[src/rtl/rtc_div_pkg.sv]
package rtc_div_pkg;

    typedef enum logic [1:0] {
        ST_STOPPED  = 2'd0,
        ST_HELD     = 2'd1,
        ST_COUNTING = 2'd2
    } osc_state_e;

    localparam logic [2:0] OSC_CODE_RUN = 3'b010;

    // Map the oscillator-control code to the chain state it requests.
    function automatic osc_state_e osc_decode(input logic [2:0] code);
        if (code == OSC_CODE_RUN)
            return ST_COUNTING;
        else if (code[2:1] == 2'b11)
            return ST_HELD;
        else
            return ST_STOPPED;
    endfunction

    // Divider stage whose level forms the selected tap.
    // Stage k toggles with a period of 2^(k+1) time-base pulses.
    function automatic int unsigned rate_to_stage(input logic [3:0] code);
        unique case (code)
            4'd0:    return 0;
            4'd1:    return 6;
            4'd2:    return 7;
            default: return int'(code) - 2;
        endcase
    endfunction

endpackage

[src/rtl/rtc_osc_fsm.sv]
module rtc_osc_fsm
    import rtc_div_pkg::*;
(
    input  logic       clk,
    input  logic       por_n,
    input  logic [2:0] osc_code_i,
    input  logic       sec_tick_i,
    output logic       run_o,
    output logic       osc_on_o,
    output logic       first_sec_o
);

    osc_state_e state_q;
    osc_state_e state_d;
    logic       first_q;

    always_comb begin
        state_d = osc_decode(osc_code_i);
    end

    // State register.
    always_ff @(posedge clk or negedge por_n) begin
        if (!por_n)
            state_q <= ST_STOPPED;
        else
            state_q <= state_d;
    end

    // First-second flag: set on entry to COUNTING, cleared by the first tick.
    always_ff @(posedge clk or negedge por_n) begin
        if (!por_n)
            first_q <= 1'b0;
        else if (state_d != ST_COUNTING)
            first_q <= 1'b0;
        else if (sec_tick_i)
            first_q <= 1'b0;
        else if (state_q != ST_COUNTING)
            first_q <= 1'b1;
    end

    // Outputs decoded from the state.
    always_comb begin
        run_o    = 1'b0;
        osc_on_o = 1'b0;
        unique case (state_q)
            ST_STOPPED: begin
                run_o    = 1'b0;
                osc_on_o = 1'b0;
            end
            ST_HELD: begin
                run_o    = 1'b0;
                osc_on_o = 1'b1;
            end
            ST_COUNTING: begin
                run_o    = 1'b1;
                osc_on_o = 1'b1;
            end
            default: begin
                run_o    = 1'b0;
                osc_on_o = 1'b0;
            end
        endcase
        first_sec_o = first_q;
    end


    run_code_chk: assert property (@(posedge clk) disable iff (!por_n)
        run_o |-> $past(osc_code_i) == OSC_CODE_RUN);


    first_clear_chk: assert property (@(posedge clk) disable iff (!por_n)
        sec_tick_i |=> !first_sec_o);

endmodule

[src/rtl/rtc_div_chain.sv]
module rtc_div_chain #(
    parameter int STAGES = 15
) (
    input  logic              clk,
    input  logic              por_n,
    input  logic              run_i,
    input  logic              tb_en_i,
    output logic [STAGES-1:0] cnt_o,
    output logic              sec_tick_o
);

    // Count value just before the top stage rises.
    localparam logic [STAGES-1:0] TOP_RISE_AT = {1'b0, {(STAGES-1){1'b1}}};

    logic [STAGES-1:0] cnt_q;
    logic              tick_q;

    always_ff @(posedge clk or negedge por_n) begin
        if (!por_n) begin
            cnt_q  <= '0;
            tick_q <= 1'b0;
        end else begin
            tick_q <= run_i && tb_en_i && (cnt_q == TOP_RISE_AT);
            if (!run_i)
                cnt_q <= '0;
            else if (tb_en_i)
                cnt_q <= cnt_q + 1'b1;
        end
    end

    assign cnt_o      = cnt_q;
    assign sec_tick_o = tick_q;


    sec_single_chk: assert property (@(posedge clk) disable iff (!por_n)
        sec_tick_o |=> !sec_tick_o);


    held_zero_chk: assert property (@(posedge clk) disable iff (!por_n)
        (!run_i && !$past(run_i)) |-> cnt_o == '0);

endmodule

[src/rtl/rtc_tap_sel.sv]
module rtc_tap_sel
    import rtc_div_pkg::*;
#(
    parameter int STAGES = 15,
    parameter int RATE_W = 4
) (
    input  logic              clk,
    input  logic              por_n,
    input  logic              run_i,
    input  logic              tb_en_i,
    input  logic [STAGES-1:0] cnt_i,
    input  logic [RATE_W-1:0] rate_i,
    input  logic              sqwe_i,
    output logic              sqw_o,
    output logic              prd_o
);

    localparam int IDX_W = $clog2(STAGES);

    logic [STAGES-1:0] rise_vec;
    logic [IDX_W-1:0]  tap_idx;
    logic              rate_on;
    logic              prd_q;

    // Per-stage rising-edge detect: stage low and every lower stage high.
    for (genvar k = 0; k < STAGES; k++) begin : g_rise
        if (k == 0) begin : g_lsb
            assign rise_vec[k] = ~cnt_i[0];
        end else begin : g_upper
            assign rise_vec[k] = ~cnt_i[k] & (&cnt_i[k-1:0]);
        end
    end

    always_comb begin
        tap_idx = IDX_W'(rate_to_stage(4'(rate_i)));
        rate_on = (rate_i != '0);
    end

    always_ff @(posedge clk or negedge por_n) begin
        if (!por_n)
            prd_q <= 1'b0;
        else
            prd_q <= run_i && tb_en_i && rate_on && rise_vec[tap_idx];
    end

    assign prd_o = prd_q;
    assign sqw_o = sqwe_i && run_i && rate_on && cnt_i[tap_idx];


    prd_single_chk: assert property (@(posedge clk) disable iff (!por_n)
        prd_o |=> !prd_o);


    prd_running_chk: assert property (@(posedge clk) disable iff (!por_n)
        prd_o |-> ($past(run_i) && $past(rate_i) != '0));

endmodule

[src/rtl/rtc_rate_divider.sv]
module rtc_rate_divider
    import rtc_div_pkg::*;
#(
    parameter int STAGES = 15,
    parameter int RATE_W = 4,
    parameter int OSC_W  = 3
) (
    input  logic       clk,
    input  logic       por_n,
    input  logic       rst_n,
    input  logic       tb_en,
    input  logic       ctl_we,
    input  logic [2:0] ctl_osc,
    input  logic [3:0] ctl_rate,
    input  logic       sqwe_we,
    input  logic       sqwe_d,
    output logic       sqw,
    output logic       prd_pulse,
    output logic       sec_tick,
    output logic       first_sec,
    output logic       osc_on
);

    logic [OSC_W-1:0]  osc_q;
    logic [RATE_W-1:0] rate_q;
    logic              sqwe_q;
    logic              run;
    logic [STAGES-1:0] cnt;

    // Oscillator and rate fields: only power-on reset touches them.
    always_ff @(posedge clk or negedge por_n) begin
        if (!por_n) begin
            osc_q  <= '0;
            rate_q <= '0;
        end else if (ctl_we) begin
            osc_q  <= OSC_W'(ctl_osc);
            rate_q <= RATE_W'(ctl_rate);
        end
    end

    // Square-wave enable: cleared by either reset.
    always_ff @(posedge clk or negedge por_n) begin
        if (!por_n)
            sqwe_q <= 1'b0;
        else if (!rst_n)
            sqwe_q <= 1'b0;
        else if (sqwe_we)
            sqwe_q <= sqwe_d;
    end

    rtc_osc_fsm i_fsm (
        .clk         (clk),
        .por_n       (por_n),
        .osc_code_i  (3'(osc_q)),
        .sec_tick_i  (sec_tick),
        .run_o       (run),
        .osc_on_o    (osc_on),
        .first_sec_o (first_sec)
    );

    rtc_div_chain #(.STAGES(STAGES)) i_chain (
        .clk        (clk),
        .por_n      (por_n),
        .run_i      (run),
        .tb_en_i    (tb_en),
        .cnt_o      (cnt),
        .sec_tick_o (sec_tick)
    );

    rtc_tap_sel #(.STAGES(STAGES), .RATE_W(RATE_W)) i_tap (
        .clk     (clk),
        .por_n   (por_n),
        .run_i   (run),
        .tb_en_i (tb_en),
        .cnt_i   (cnt),
        .rate_i  (rate_q),
        .sqwe_i  (sqwe_q),
        .sqw_o   (sqw),
        .prd_o   (prd_pulse)
    );


    rst_sqw_chk: assert property (@(posedge clk) disable iff (!por_n)
        !rst_n |=> !sqw);


    idle_no_evt_chk: assert property (@(posedge clk) disable iff (!por_n)
        !osc_on |=> (!prd_pulse && !sec_tick));


    zero_rate_chk: assert property (@(posedge clk) disable iff (!por_n)
        (rate_q == '0) |-> (!sqw && !prd_pulse));

endmodule

[config.mk]
export PLATFORM = sky130hd
export DESIGN_NAME = rtc_rate_divider
export DESIGN_NICKNAME = d
export VERILOG_FILES = /design/src/rtl/rtc_div_pkg.sv /design/src/rtl/rtc_osc_fsm.sv /design/src/rtl/rtc_div_chain.sv /design/src/rtl/rtc_tap_sel.sv /design/src/rtl/rtc_rate_divider.sv
export SDC_FILE = /design/constraint.sdc
export NUM_CORES = 1
export LEC_CHECK = 0
export ABC_AREA = 1
export BUFFER_PORTS_ARGS = -buffer_cell sky130_fd_sc_hd__clkbuf_2
export CAP_MARGIN = 15
export CORE_MARGIN = 8
export CORE_UTILIZATION = 58
export CTS_CLUSTER_SIZE = 8
export DETAILED_ROUTE_END_ITERATION = 7
export GPL_TIMING_DRIVEN = 0
export PLACE_DENSITY = 0.79
export REMOVE_ABC_BUFFERS = 1
export SYNTH_ARGS = -nofsm -noshare
export SYNTH_HDL_FRONTEND = slang
export SYNTH_SLANG_ARGS = --single-unit
[constraint.sdc]
create_clock -name clk -period 2.1 [get_ports clk]
set_input_delay 0.105 -clock clk [delete_from_list [all_inputs] [get_ports clk]]
set_output_delay 0.105 -clock clk [all_outputs]
set_load 0.1 [all_outputs]
==> flow_summary.ini <==
[outcome]
status = complete, but fails checks
violations = setup timing

[final_layout]
drive_gt1_share_pct = 26.89
nFillCells = 193
area_growth_pct = 32.36
nNetsFinal = 330
layout.cells.most_common = nand2_1
final_cell_mix = nand2_1, inv_1, dfrtp_1, nor2_1, buf_4
finalInstanceArea_sq_um = 2431
diodes = 0

[pwr]
power_per_cell_area_nw_per_um2 = 605.3
ir_drop_v = 0.0004295
p_leak_uw = 0.001185
finalPower_uw = 1471

[floorplan]
placeableCoreArea_sq_um = 3028
die_h_microns = 72.28
rows = 20
fp.dieW_microns = 72.28
io_pins = 19
die-area_sq_um = 5224
start_util_pct = 60.66

[setup_path]
worst_setup_path_start_kind = flip-flop
crit_arrival_ns = 2.17
cp_data_required_time_ns = 2.00
path_class = flip-flop to primary output
worstPathMaxFanout = 11
cp-end-kind = primary output

[logic_synthesis]
synth_cell_types = 26
synth_largest_area_cell = dfrtp_1
ys_seq_area_share_pct = 38.15
synth-main-ff-cell = dfrtp_1
synth_edf_count = 0
synth-seq-cells = 28
yosys-top-cells-area = dfrtp_1, nand2_1, inv_1
synth.avg_cell_area_sq_um = 7.203
netlist.area_leader.share_pct = 38.15
syn_area_sq_um = 1837
async_flop_share_pct = 100.0
yosysWarnings = 0
syn-instance-count = 255

[timing]
timing.fmax_ghz = 0.4386
fin_crit_sh_pct = 108.6
finalMaxSlewViolations = 0
fin_tns_setup_ns = -0.1800
setup_violations = 1
tightest_slew_ns = 0.6987
fin_ws_ns = -0.1800
rsz0062_at_grt = true
slew_headroom_pct = 53.42
finClkSkew_ns = 0.008918
min_period_ns = 2.280
hold_viol_final = 0

[grt]
overflow = 0
track_usage_pct = 17.91
grt_pass1_vias = 1650
antenna_found_initial = 0
grt_first_pass_wirelength_microns = 7458
grt_max_degree = 29

[place]
gp_congestion = 0.8892
place_area_sq_um = 1952
io_buffers = 18
hpwl_microns = 2842
place_ws_ns = -0.04083

[clocking]
root_buffer = clkbuf_4
clock_latency_ns = 0.34
clkTransAtPathRegs_ns = 0.16
cts_tree = done
cts_sinks = 28
htree_levels = 1
clock_path_buffers = 2
cts_made_buffers = 3

[detailed_routing]
viasPerCell = 5.699
drt_wl_total_microns = 5679
detail-route-antenna-nets = 0
drt-wirelength-per-cell_microns = 16.27
dr.pass1.iters = 6
drt_iter0_markers = 297
vias = 1989
drc = 0

[worst_hold_path]
hold_path.class = input port to flip-flop

[job]
max-cap-violations = 0
## through the flow
step / utilization (%) / cells / hold WS (ns)
2_1_floorplan: - / 251 / -0.1906
3_3_place_gp: 64.46 / 313 / 0.1784
3_5_place_dp: 64.46 / 313 / 0.1788
4_1_cts: 74.59 / 337 / 0.007722
5_1_grt: 80.29 / 349 / 0.1649
6_report: 80.29 / 349 / 0.1400
## registers in the layout, indices dropped and copies added, names as in the netlist
register            flops
i_chain.cnt_o          15
rate_q                  4
osc_q                   3
i_fsm.state_q           2
i_chain.sec_tick_o      1
i_fsm.first_sec_o       1
i_tap.prd_o             1
sqwe_q                  1
## cells in the mapped netlist, drive strengths merged (2+ instances only)
cell,count
a21oi,7
buf,2
clkbuf,2
dfrtp,28
ha,10
inv,38
mux2,2
nand2,79
nand3,28
nand4,2
nor2,28
nor3,4
o21ai,16
o22ai,4
## worst max-delay path, stage by stage, from the launching register on
cell and delay, ns:
dfrtp_1 0.44, nor2_4 0.24, nand2_1 0.17, nand2_4 0.18, nand2_1 0.08, nand3_1 0.10
nand3_2 0.10, nand2_1 0.11, nand2_1 0.08, nand2_2 0.09, nor2_4 0.04, clkbuf_16 0.19
## metal layers
metal  track usage [%]  vias up  wire length (microns)
li1                  -      915                      -
met1             22.13      912                   2185
met2             28.69      128                   2716
met3             5.096       34                    511
met4             6.803        0                    266
met5                 0        -                      0
## area by class of cell
class                           instances  area [sq um]  area share (%)
Multi-Input combinational cell        186          1094           44.98
Timing Repair Buffer                   49         379.1           15.59
Clock buffer                            3         22.52          0.9264
Clock inverter                          1         30.03           1.235
Sequential cell                        28         700.7           28.82
Inverter                               38         150.1           6.176
Tap cell                               44         55.05           2.265
## path summary, 6_finish.rpt
| path | from | endpoint | slack (ns) | cells past startpoint |
|---|---|---|---|---|
| max in group asynchronous | por_n | osc_q[0] | 1.32 | 2 |
| hold / removal | tb_en | i_chain.cnt_o[0] | 0.14 | 4 |
| min in group asynchronous | por_n | i_chain.cnt_o[7] | 0.32 | 2 |
| setup / recovery | rate_q[2] | sqw | -0.18 | 11 |
| setup reg to reg | i_chain.cnt_o[0] | i_tap.prd_o | 0.09 | 12 |
| hold reg to reg | i_chain.sec_tick_o | i_fsm.first_sec_o | 0.45 | 1 |
## power by group
group / internal, uW / total (uW) / switching, uW
registers: 558 / 574 / 16.0
clock network: 193 / 361 / 167
logic: 203 / 537 / 334
total: 954 / 1470 / 517
## logic make-up (layout without fill, tap and decap cells)
kind of cell / count (synthesis) / in the layout / share of synthesized area [%]
AND/OR/NAND/NOR: 143 / 144 / 35.35
flip-flops: 28 / 28 / 38.15
adder cells (fa/ha/maj): 10 / 10 / 6.812
AO/OA/AOI/OAI: 29 / 29 / 8.583
multiplexers: 2 / 2 / 1.226
XOR/XNOR: 1 / 1 / 0.4769
buffers and inverters: 42 / 91 / 9.401
## timing repair
item                       CTS  global route
gates cloned                 0             1
pin swaps                   10            15
setup buffers               11            10
gates resized for setup     18            19
setup endpoints to repair    1             1
hold endpoints to repair    35             1
hold buffers                 9             1
No activity file was read; power rests on OpenSTA's default activity.
